## src/rtl/rlw_pkg.sv

```systemverilog
package rlw_pkg;

   typedef enum logic [3:0] {
      FMT_LUMA   = 4'd0,
      FMT_CHR444 = 4'd1,
      FMT_CHR422 = 4'd2,
      FMT_CHR420 = 4'd3,
      FMT_YC422  = 4'd4,
      FMT_YC444  = 4'd5,
      FMT_RGB16  = 4'd6,
      FMT_RGB24  = 4'd7,
      FMT_RGB32  = 4'd8,
      FMT_MOTION = 4'd9
   } pix_fmt_e;

   typedef enum logic {
      WS_IDLE = 1'b0,
      WS_RUN  = 1'b1
   } walk_state_e;

   // Storage depth in bits for each format code
   function automatic logic [5:0] fmt_depth(input logic [3:0] code);
      case (code)
         FMT_CHR420, FMT_MOTION: return 6'd4;
         FMT_YC422,  FMT_RGB16:  return 6'd16;
         FMT_YC444,  FMT_RGB24:  return 6'd24;
         FMT_RGB32:              return 6'd32;
         default:                return 6'd8;
      endcase
   endfunction

   // Depth used for addressing: planar 4:2:0 chroma counts as 8 bits
   function automatic logic [5:0] math_depth(input logic [3:0] code);
      if (code == FMT_CHR420) return 6'd8;
      return fmt_depth(code);
   endfunction

endpackage

```

## src/rtl/rlw_geom.sv

```systemverilog
module rlw_geom
   import rlw_pkg::*;
#(
   parameter int ADDR_W    = 32,
   parameter int DIM_W     = 12,
   parameter int STRIDE_W  = 16,
   parameter int MAX_OUT_W = 1920,
   parameter int MAX_OUT_H = 1080,
   parameter bit OUT_CLAMP = 1'b1,
   localparam int LEN_W    = DIM_W + 3
) (
   input  logic [ADDR_W-1:0]   base_addr,
   input  logic [DIM_W-1:0]    crop_x,
   input  logic [DIM_W-1:0]    crop_y,
   input  logic [DIM_W-1:0]    crop_w,
   input  logic [DIM_W-1:0]    crop_h,
   input  logic [STRIDE_W-1:0] line_stride,
   input  logic [3:0]          pix_fmt,
   input  logic                to_mem,
   input  logic                single_line,
   output logic [ADDR_W-1:0]   first_addr,
   output logic [LEN_W-1:0]    line_len,
   output logic [DIM_W-1:0]    row_count
);

   localparam int PROD_W = DIM_W + 6;
   localparam int OFF_W  = DIM_W + STRIDE_W;

   logic [5:0]       depth;
   logic [DIM_W-1:0] eff_w;
   logic [DIM_W-1:0] eff_h;
   logic [PROD_W-1:0] w_bits;
   logic [PROD_W-1:0] x_bits;
   logic [OFF_W-1:0]  y_off;

   assign depth = math_depth(pix_fmt);

   // Outbound size limit, selectable at elaboration
   generate
      if (OUT_CLAMP) begin : g_clamp
         assign eff_w = (to_mem && (crop_w > DIM_W'(MAX_OUT_W))) ? DIM_W'(MAX_OUT_W) : crop_w;
         assign eff_h = (to_mem && (crop_h > DIM_W'(MAX_OUT_H))) ? DIM_W'(MAX_OUT_H) : crop_h;
      end else begin : g_no_clamp
         assign eff_w = crop_w;
         assign eff_h = crop_h;
      end
   endgenerate

   assign w_bits   = PROD_W'(eff_w)  * PROD_W'(depth);
   assign x_bits   = PROD_W'(crop_x) * PROD_W'(depth);
   assign y_off    = OFF_W'(crop_y)  * OFF_W'(line_stride);

   assign line_len   = w_bits[PROD_W-1:3];
   assign first_addr = base_addr + ADDR_W'(y_off) + ADDR_W'(x_bits[PROD_W-1:3]);

   always_comb begin
      if (single_line)
         row_count = DIM_W'(1);
      else if (!to_mem && (pix_fmt == FMT_CHR420))
         row_count = eff_h >> 1;
      else
         row_count = eff_h;
   end

endmodule

```

## src/rtl/rlw_row_seq.sv

```systemverilog
module rlw_row_seq
   import rlw_pkg::*;
#(
   parameter int ADDR_W   = 32,
   parameter int DIM_W    = 12,
   parameter int STRIDE_W = 16,
   parameter int LEN_W    = DIM_W + 3
) (
   input  logic                clk,
   input  logic                rst_n,
   input  logic                start,
   input  logic [ADDR_W-1:0]   first_addr,
   input  logic [LEN_W-1:0]    line_len,
   input  logic [DIM_W-1:0]    row_count,
   input  logic [STRIDE_W-1:0] line_stride,
   input  logic                skip_even,
   input  logic                skip_odd,
   output logic                req_valid,
   input  logic                req_ready,
   output logic [ADDR_W-1:0]   req_addr,
   output logic [LEN_W-1:0]    req_len,
   output logic                done
);

   walk_state_e         state_q;
   logic [ADDR_W-1:0]   addr_q;
   logic [DIM_W-1:0]    row_q;
   logic [DIM_W-1:0]    rows_q;
   logic [LEN_W-1:0]    len_q;
   logic [STRIDE_W-1:0] stride_q;
   logic                skip_e_q;
   logic                skip_o_q;

   logic running;
   logic at_end;
   logic row_kept;
   logic advance;

   assign running  = (state_q == WS_RUN);
   assign at_end   = (row_q == rows_q);
   assign row_kept = row_q[0] ? !skip_o_q : !skip_e_q;
   assign advance  = running && !at_end && (!row_kept || req_ready);

   assign req_valid = running && !at_end && row_kept;
   assign req_addr  = addr_q;
   assign req_len   = len_q;
   assign done      = running && at_end;

   always_ff @(posedge clk) begin
      if (!rst_n) begin
         state_q  <= WS_IDLE;
         addr_q   <= '0;
         row_q    <= '0;
         rows_q   <= '0;
         len_q    <= '0;
         stride_q <= '0;
         skip_e_q <= 1'b0;
         skip_o_q <= 1'b0;
      end else begin
         case (state_q)
            WS_IDLE: begin
               if (start) begin
                  state_q  <= WS_RUN;
                  addr_q   <= first_addr;
                  row_q    <= '0;
                  rows_q   <= row_count;
                  len_q    <= line_len;
                  stride_q <= line_stride;
                  skip_e_q <= skip_even;
                  skip_o_q <= skip_odd;
               end
            end
            default: begin
               if (at_end) begin
                  state_q <= WS_IDLE;
               end else if (advance) begin
                  addr_q <= addr_q + ADDR_W'(stride_q);
                  row_q  <= row_q + DIM_W'(1);
               end
            end
         endcase
      end
   end

endmodule

```

## src/rtl/rect_line_walker.sv

```systemverilog
module rect_line_walker
   import rlw_pkg::*;
#(
   parameter int ADDR_W    = 32,
   parameter int DIM_W     = 12,
   parameter int STRIDE_W  = 16,
   parameter int MAX_OUT_W = 1920,
   parameter int MAX_OUT_H = 1080,
   parameter bit OUT_CLAMP = 1'b1,
   localparam int LEN_W    = DIM_W + 3
) (
   input  logic                clk,
   input  logic                rst_n,
   input  logic                start,
   input  logic [ADDR_W-1:0]   base_addr,
   input  logic [DIM_W-1:0]    crop_x,
   input  logic [DIM_W-1:0]    crop_y,
   input  logic [DIM_W-1:0]    crop_w,
   input  logic [DIM_W-1:0]    crop_h,
   input  logic [STRIDE_W-1:0] line_stride,
   input  logic [3:0]          pix_fmt,
   input  logic                to_mem,
   input  logic                skip_even,
   input  logic                skip_odd,
   input  logic                single_line,
   output logic                req_valid,
   input  logic                req_ready,
   output logic [ADDR_W-1:0]   req_addr,
   output logic [LEN_W-1:0]    req_len,
   output logic                done
);

   generate
      if (ADDR_W <= DIM_W + STRIDE_W) begin : g_bad_addr_w
         $error("ADDR_W must exceed DIM_W + STRIDE_W");
      end
      if (OUT_CLAMP && ((MAX_OUT_W >= (1 << DIM_W)) || (MAX_OUT_H >= (1 << DIM_W)))) begin : g_bad_limit
         $error("outbound limits must fit in DIM_W bits");
      end
   endgenerate

   logic [ADDR_W-1:0] g_first;
   logic [LEN_W-1:0]  g_len;
   logic [DIM_W-1:0]  g_rows;

   rlw_geom #(
      .ADDR_W    (ADDR_W),
      .DIM_W     (DIM_W),
      .STRIDE_W  (STRIDE_W),
      .MAX_OUT_W (MAX_OUT_W),
      .MAX_OUT_H (MAX_OUT_H),
      .OUT_CLAMP (OUT_CLAMP)
   ) u_geom (
      .base_addr   (base_addr),
      .crop_x      (crop_x),
      .crop_y      (crop_y),
      .crop_w      (crop_w),
      .crop_h      (crop_h),
      .line_stride (line_stride),
      .pix_fmt     (pix_fmt),
      .to_mem      (to_mem),
      .single_line (single_line),
      .first_addr  (g_first),
      .line_len    (g_len),
      .row_count   (g_rows)
   );

   rlw_row_seq #(
      .ADDR_W   (ADDR_W),
      .DIM_W    (DIM_W),
      .STRIDE_W (STRIDE_W),
      .LEN_W    (LEN_W)
   ) u_seq (
      .clk         (clk),
      .rst_n       (rst_n),
      .start       (start),
      .first_addr  (g_first),
      .line_len    (g_len),
      .row_count   (g_rows),
      .line_stride (line_stride),
      .skip_even   (skip_even),
      .skip_odd    (skip_odd),
      .req_valid   (req_valid),
      .req_ready   (req_ready),
      .req_addr    (req_addr),
      .req_len     (req_len),
      .done        (done)
   );

endmodule

```

## config.mk

```make
export PLATFORM = sky130hd
export DESIGN_NAME = rect_line_walker
export DESIGN_NICKNAME = d
export VERILOG_FILES = /design/src/rtl/rlw_pkg.sv /design/src/rtl/rlw_geom.sv /design/src/rtl/rlw_row_seq.sv /design/src/rtl/rect_line_walker.sv
export SDC_FILE = /design/constraint.sdc
export NUM_CORES = 1
export LEC_CHECK = 0
export BUFFER_PORTS_ARGS = -buffer_cell sky130_fd_sc_hd__buf_2
export CAP_MARGIN = 20
export CORE_ASPECT_RATIO = 1.5
export CORE_MARGIN = 3
export CORE_UTILIZATION = 25
export CTS_CLUSTER_DIAMETER = 200
export CTS_CLUSTER_SIZE = 30
export DETAILED_ROUTE_END_ITERATION = 7
export SETUP_SLACK_MARGIN = 0.3
export SKIP_LAST_GASP = 1
export SLEW_MARGIN = 20
export SYNTH_ARGS = -nofsm -noshare
export SYNTH_HDL_FRONTEND = slang
export SYNTH_SLANG_ARGS = --single-unit
export TNS_END_PERCENT = 20
```

## constraint.sdc

```tcl
create_clock -name clk -period 9.39 [get_ports clk]
set_input_delay 0.939 -clock clk [delete_from_list [all_inputs] [get_ports clk]]
set_output_delay 0.939 -clock clk [all_outputs]
set_load 0.02 [all_outputs]
```

# Yosys cells after proc, flatten, opt, wreduce, memory -nomap -nowiden
# Index checks and enable logic that the tools add are counted.
dict set report totals {
  reg_bits 90
  latch_bits 0
  mem_bits_rw 0
  romBits 0
  in_bits 108
  output_inout_bits 49
  word_cells 67
  n_memories 0
}
dict set report classes {
  addsub 4
  mul 3
  n_div 0
  order_cmp 2
  eq_ne 10
  shift 0
  n_mux 20
  bitwise 1
  n_reduce_logical 19
}
# op count
set op_table {}
lappend op_table {{two-way mux 32 bit} 4}
lappend op_table {{two-way mux 12 bit} 8}
lappend op_table {{multiplier 12 x 6 -> 18 bit} 2}
lappend op_table {{adder 32 x 15 -> 32 bit} 1}
lappend op_table {{adder 32 x 16 -> 32 bit} 1}
lappend op_table {{adder 32 x 28 -> 32 bit} 1}
lappend op_table {{multiplier 12 x 16 -> 28 bit} 1}
lappend op_table {{> comparator 12 x 11 -> 1 bit, second input constant} 2}
lappend op_table {{one-hot mux 6 bit (4 select lines)} 1}
lappend op_table {{equality test 4 x 3 -> 1 bit, second input constant} 4}
lappend op_table {{adder 12 x 1 -> 12 bit, second input constant} 1}
lappend op_table {{equality test 12 bit} 1}
lappend op_table {{two-way mux 6 bit} 2}
lappend op_table {{equality test 4 bit, second input constant} 2}
lappend op_table {{logical AND 1 bit} 7}
lappend op_table {{OR reduction 2 bit} 3}
lappend op_table {{logical NOT 1 bit} 5}
lappend op_table {{two-way mux 1 bit} 5}
lappend op_table {{equality test 4 x 2 -> 1 bit, second input constant} 1}
lappend op_table {{inequality test 2 bit, second input constant} 2}
lappend op_table {{AND reduction 3 bit} 1}
lappend op_table {{AND reduction 2 bit} 1}
lappend op_table {{nonzero test 2 bit} 1}
lappend op_table {{logical OR 1 bit} 1}
lappend op_table {{inverter 1 bit} 1}

# Depth between registers and ports, before layout
dict set report depth {
  ltp_word 8
  ltp_mapped 29
  mapped_depth_nobuf 27
}

# Hierarchy
# A second synthesis with hierarchy kept.
dict set report unflattened {
  cells_unflattened 1900
  area_unflattened_um2 15901.5
}
# mod n_inst cells_per_inst area_per_inst_um2 seq_area_each_um2
set modules_own_cells {}
lappend modules_own_cells {rlw_geom 1 1287 11008.1 0.0}
lappend modules_own_cells {rlw_row_seq 1 613 4893.4 1801.7}

# Worst setup path after synthesis
# Ideal clock, no wire load.
dict set report synth_path {
  path_kind {input -> register}
  from {in pix_fmt[2]}
  to {reg u_seq.addr_q[25] (netlist: u_seq.req_addr[25])}
  setup_ns 0.086
  arrival_time_ns 7.254
  t_required_ns 9.304
  path_slack_ns 2.050
  stages 28
  n_path_buf 1
  path_cell_list {nor2b_1 > a21oi_1 > clkbuf_1 > nand2_1 > fa_1 > inv_1 > fa_1 > ha_1 > ha_1 > fa_1 > a21o_1 > a21oi_1 > nor2b_1 > o211ai_1 > nand2_1 > a41oi_1 > nor2b_1 > xnor2_1 > fa_1 > ha_1 > a211oi_1 > and4_1 > and3_4 > o311ai_2 > a41oi_1 > o21bai_1 > xnor2_1 > a221oi_2}
}
dict set report synth_via {
  elab_chain_len 8
  word_cells_on_any_way 17
  cone_classes {add/sub (1); mul (1); eq/ne (7); mux (5); reduce/logical (3)}
}
# item line
set synth_lines {}
lappend synth_lines {{from (decl)} rect_line_walker.sv:21} ;# input logic [3:0] pix_fmt,
lappend synth_lines {{equality test 4 x 3 -> 1 bit, or another cell as far along} rlw_pkg.sv:23} ;# case (code)
lappend synth_lines {{OR reduction 2 bit} rlw_pkg.sv:23}
lappend synth_lines {{one-hot mux 6 bit (4 select lines)} rlw_pkg.sv:23}
lappend synth_lines {{two-way mux 6 bit (*)} rlw_pkg.sv:35} ;# return fmt_depth(code);
lappend synth_lines {{multiplier 12 x 6 -> 18 bit (*)} rlw_geom.sv:50} ;# assign x_bits = PROD_W'(crop_x) * PROD_W'(depth);
lappend synth_lines {{adder 32 x 15 -> 32 bit (*)} rlw_geom.sv:54} ;# assign first_addr = base_addr + ADDR_W'(y_off) + ADDR_W'(x_bits[PROD_W-1:3]);
lappend synth_lines {{two-way mux 32 bit (*)} rlw_row_seq.sv:62} ;# if (start) begin
lappend synth_lines {{two-way mux 32 bit (*)} rlw_row_seq.sv:60} ;# case (state_q)
lappend synth_lines {{to (signal assigned)} rlw_row_seq.sv:64} ;# addr_q <= first_addr;
lappend synth_lines {{to (signal assigned)} rlw_row_seq.sv:77} ;# addr_q <= addr_q + ADDR_W'(stride_q);
lappend synth_lines {{to (decl)} rlw_row_seq.sv:26} ;# logic [ADDR_W-1:0] addr_q;
# Every way passes the cells marked *; elsewhere a longest branch is shown, timed or not. The select of a mux whose other input is x is not followed.
# A chain may end at the register's enable or synchronous reset.

# Worst setup path after layout
dict set report layout_path {
  from {in pix_fmt[3]}
  to {reg u_seq.addr_q[25] (netlist: u_seq.req_addr[25])}
}
# Same word-level chain as after synthesis.

==> results.md <==
* Vias after detailed routing at approximately 13k
* Depth of the CTS H-tree at 3
* Antenna-violating nets left at 0
* Max_cap viols at 0
* Post-route minimum period at a little under 8 ns
* Worst supply voltage drop on vdd at around 0.00031 V
* Critical register-to-register path startpoint: u_seq.row_q[0]
* Setup TNS Final at 0 ns
* Sequential-to-total area share from yosys stat at roughly an eighth
* Dpl ws at 0.849 ns
* Grt total ovfl at 0
* CP Launch Point: pix_fmt[3]
* Number of warnings reported in the yosys synthesis log at 0
* Global-route wire length before repair at approximately 75 mm
* Hold Path Class: register to register
* Area share of the leading cell type in the synthesized netlist at 29.1%
* Root buf cell: sky130_fd_sc_hd__clkbuf_16
* Number of sinks driven by the clock tree at 90
* Fraction of layout instances using a drive strength above 1 at 11.2%
* Post-synthesis instance total at 1,796
* Number of antenna violations at the first check in global routing at 1
* Final setup viols at 0
* Post-CTS Hold Buffers at 0
* Unrepaired setup endpoints after global routing: no
* Clock latency reported for the late side of the worst-skew pair at between 0.3 and 0.4 ns
* Total power per unit cell area at 343 nW/µm²
* Maximum number of pins on one net before global-route repair at 47
* Post-route clock period utilization at 84.3%
* TritonRoute pass-1 iters at 5
* Synthesized area per cell at 8.51 µm²
* Critical path class: input pin to register
* CTS tree: yes
* Overall power after layout at approximately 5.9 mW
* Maximum frequency from static timing analysis at about 130 MHz
* I/O pin count at between 150 and 200
* Bufs on Longest Clock Path at 2
* Post-synth top flop: sky130_fd_sc_hd__dfxtp_1
* Post-synthesis register bit count at 90
* Area of the core region at about 60,000 µm²
* Clock-pin slew on the worst setup and hold paths at 0.08 ns
* Cell taking the most area after synthesis: sky130_fd_sc_hd__fa_1
* Data arrival, critical path at roughly 8.2 ns
* Residual DRC count at 0
* Dominant cells by area after synthesis: sky130_fd_sc_hd__fa_1, sky130_fd_sc_hd__ha_1, sky130_fd_sc_hd__dfxtp_1
* Number of port buffers at ~160
* Sum of met3 wire segment lengths after detailed routing at between 2 and 2.5 mm
* Clock buffers created by TritonCTS at 9
* Max Transition Viols Final at 0
* Worst clock skew at ~0.014 ns
* DRT Wirelength at roughly 47 mm
* Async set-or-reset flop fraction in the synthesized netlist at 0%
* Critical Path Source Type: input pin
* Number of global-route vias before repair at 13.9k
* Routed WL per cell at between 15 and 20 µm
* Placed Instance Area at ~17,000 µm²
* Total half-perimeter wirelength after legalization and detailed placement at roughly 40 mm
* Setup slack after layout at 1.48 ns
* Most common library cell in the layout ignoring fill and taps: sky130_fd_sc_hd__nand2_1
* Number of cell rows at 110
* Synthesized net count at 2,296
* Highest metal used: met5
* Post-synth EDFFs at 0
* Commonest cells after routing, fill and taps aside: sky130_fd_sc_hd__nand2_1, sky130_fd_sc_hd__fa_1, sky130_fd_sc_hd__inv_1
* Height of the die at approximately 310 µm
* DRT iter0 DRCs at roughly 860
* Outcome: completed
* Setup Fix Bufs, Post-CTS at 0
* Initial standard-cell utilization of the core at approximately a quarter
* Number of cells upsized or downsized after cts at 0
* Number of distinct standard cells referenced by the synthesized netlist at between 70 and 80
* Data required time of the worst path at 9.66 ns
* Wire length the detailed router placed on met1 at approximately 18 mm
* Post-synthesis instance area at between 15,000 and 20,000 µm²
* Worst Setup End Kind: register
* Relative area change from synthesis to final layout at 12.3%
* Hold Violations, Final at 0
* Final Instance Area at 17,200 µm²
* Fillcell total at ~6.6k
* Transition time at the pin with the least slew margin at a little under 1 ns
* LEAKAGE at approximately 8.4 nW
* Max-Slew Margin vs Limit at a little over a third
* Die Outline Area at between 60,000 and 70,000 µm²
* All-layer global routing usage at between 10% and 20%
* Maximum fanout encountered on the critical timing path at 25
* Routed wire length on met2 at ~25 mm
* Routability congestion estimate at around 0.86
* Origin of the worst min-delay path: u_seq.req_len[8]
* Final net count at around 2.4k
* Die boundary width at roughly 210 µm
* Via density per instance at ~4.9
* Antenna Cells at 0
==> cell type report <==
class | count | area [µm²] | area share (%)
Clock buffer | 9 | 225 | 1.31
Clock inverter | 7 | 76.3 | 0.445
Inverter | 218 | 818 | 4.77
Multi-Input combinational cell | 1420 | 12400 | 72.4
Sequential cell | 90 | 1800 | 10.5
Tap cell | 784 | 981 | 5.71
Timing Repair Buffer | 164 | 841 | 4.90
==> power by group <==
part	leakage (nW)	internal (mW)	total, mW	switching [mW]
Combinational	7.48	2.05	5.01	2.96
Clock	0.149	0.189	0.370	0.181
Sequential	0.738	0.443	0.510	0.0678
Total	8.37	2.68	5.89	3.21
==> through the flow <==
step                      cells  hold slack (ns)  util (%)
after floorplan            1796            0.433         -
after global placement     2676            0.442      28.0
after detailed placement   2676            0.447      28.0
after CTS                  2692            0.460      28.5
after global routing       2692            0.483      28.5
final                      2692            0.456      28.5
==> critical path, stage by stage <==
cell	delay [ns]
sky130_fd_sc_hd__buf_2	0.12
sky130_fd_sc_hd__nor3b_4	0.60
sky130_fd_sc_hd__and2_1	0.32
sky130_fd_sc_hd__nand2_1	0.09
sky130_fd_sc_hd__fa_1	0.48
sky130_fd_sc_hd__inv_1	0.05
sky130_fd_sc_hd__fa_1	0.44
sky130_fd_sc_hd__ha_1	0.28
sky130_fd_sc_hd__ha_1	0.22
sky130_fd_sc_hd__fa_1	0.47
sky130_fd_sc_hd__a21o_1	0.18
sky130_fd_sc_hd__a21oi_1	0.21
sky130_fd_sc_hd__nor2b_1	0.09
sky130_fd_sc_hd__o211ai_1	0.16
sky130_fd_sc_hd__nand2_1	0.10
sky130_fd_sc_hd__a41oi_1	0.29
sky130_fd_sc_hd__nor2b_1	0.19
sky130_fd_sc_hd__xnor2_1	0.20
sky130_fd_sc_hd__fa_1	0.48
sky130_fd_sc_hd__ha_1	0.39
sky130_fd_sc_hd__o211ai_1	0.11
sky130_fd_sc_hd__nor2_1	0.06
sky130_fd_sc_hd__a221oi_1	0.60
sky130_fd_sc_hd__o311ai_2	0.25
sky130_fd_sc_hd__a41oi_1	0.35
sky130_fd_sc_hd__o21bai_1	0.12
sky130_fd_sc_hd__xnor2_1	0.15
sky130_fd_sc_hd__a221oi_2	0.25
==> state kept, by name, summed over array words and instances (netlist names) <==
| signal | cells |
|---|---|
| u_seq.running | 1 |
| u_seq.stride_q | 16 |
| u_seq.skip_e_q | 1 |
| u_seq.skip_o_q | 1 |
| u_seq.rows_q | 12 |
| u_seq.row_q | 12 |
| u_seq.req_len | 15 |
| u_seq.req_addr | 32 |
==> path summary, 6_finish.rpt <==
| kind | slack [ns] | to | cells after the start |
|---|---|---|---|
| max | 1.48 | u_seq.req_addr[25] | 28 |
| min | 0.46 | u_seq.req_len[8] | 2 |
| max reg2reg | 6.28 | u_seq.req_addr[8] | 7 |
| min reg2reg | 0.46 | u_seq.req_len[8] | 2 |
==> layer usage <==
metal  GRT usage [%]  vias up
li1                -     6138
met1            16.7     6503
met2            27.4      324
met3            2.28       90
met4            4.64        2
met5               0        -
==> cell usage after synthesis (38+ instances only) <==
library cell               instances
sky130_fd_sc_hd__a21oi_1          92
sky130_fd_sc_hd__and2_1           91
sky130_fd_sc_hd__clkbuf_1         60
sky130_fd_sc_hd__dfxtp_1          90
sky130_fd_sc_hd__fa_1            222
sky130_fd_sc_hd__ha_1            170
sky130_fd_sc_hd__inv_1           218
sky130_fd_sc_hd__nand2_1         301
sky130_fd_sc_hd__nor2_1           91
sky130_fd_sc_hd__o21ai_0          50
sky130_fd_sc_hd__xnor2_1          38
sky130_fd_sc_hd__xor2_1           39
==> cell families (layout without fill, tap and decap cells) <==
group | after synthesis | after routing | share of synthesized area [%]
and+or+nand+nor | 635 | 635 | 19.5
DFF | 90 | 90 | 11.8
muxes | 10 | 10 | 0.671
buffers and inverters | 286 | 398 | 7.07
AOI/OAI and AO/OA | 306 | 306 | 13.6
xor gates and xnor gates | 77 | 77 | 4.41
adders and majority gates | 392 | 392 | 43.0
Note: power is estimated with default switching activity, not from simulation.
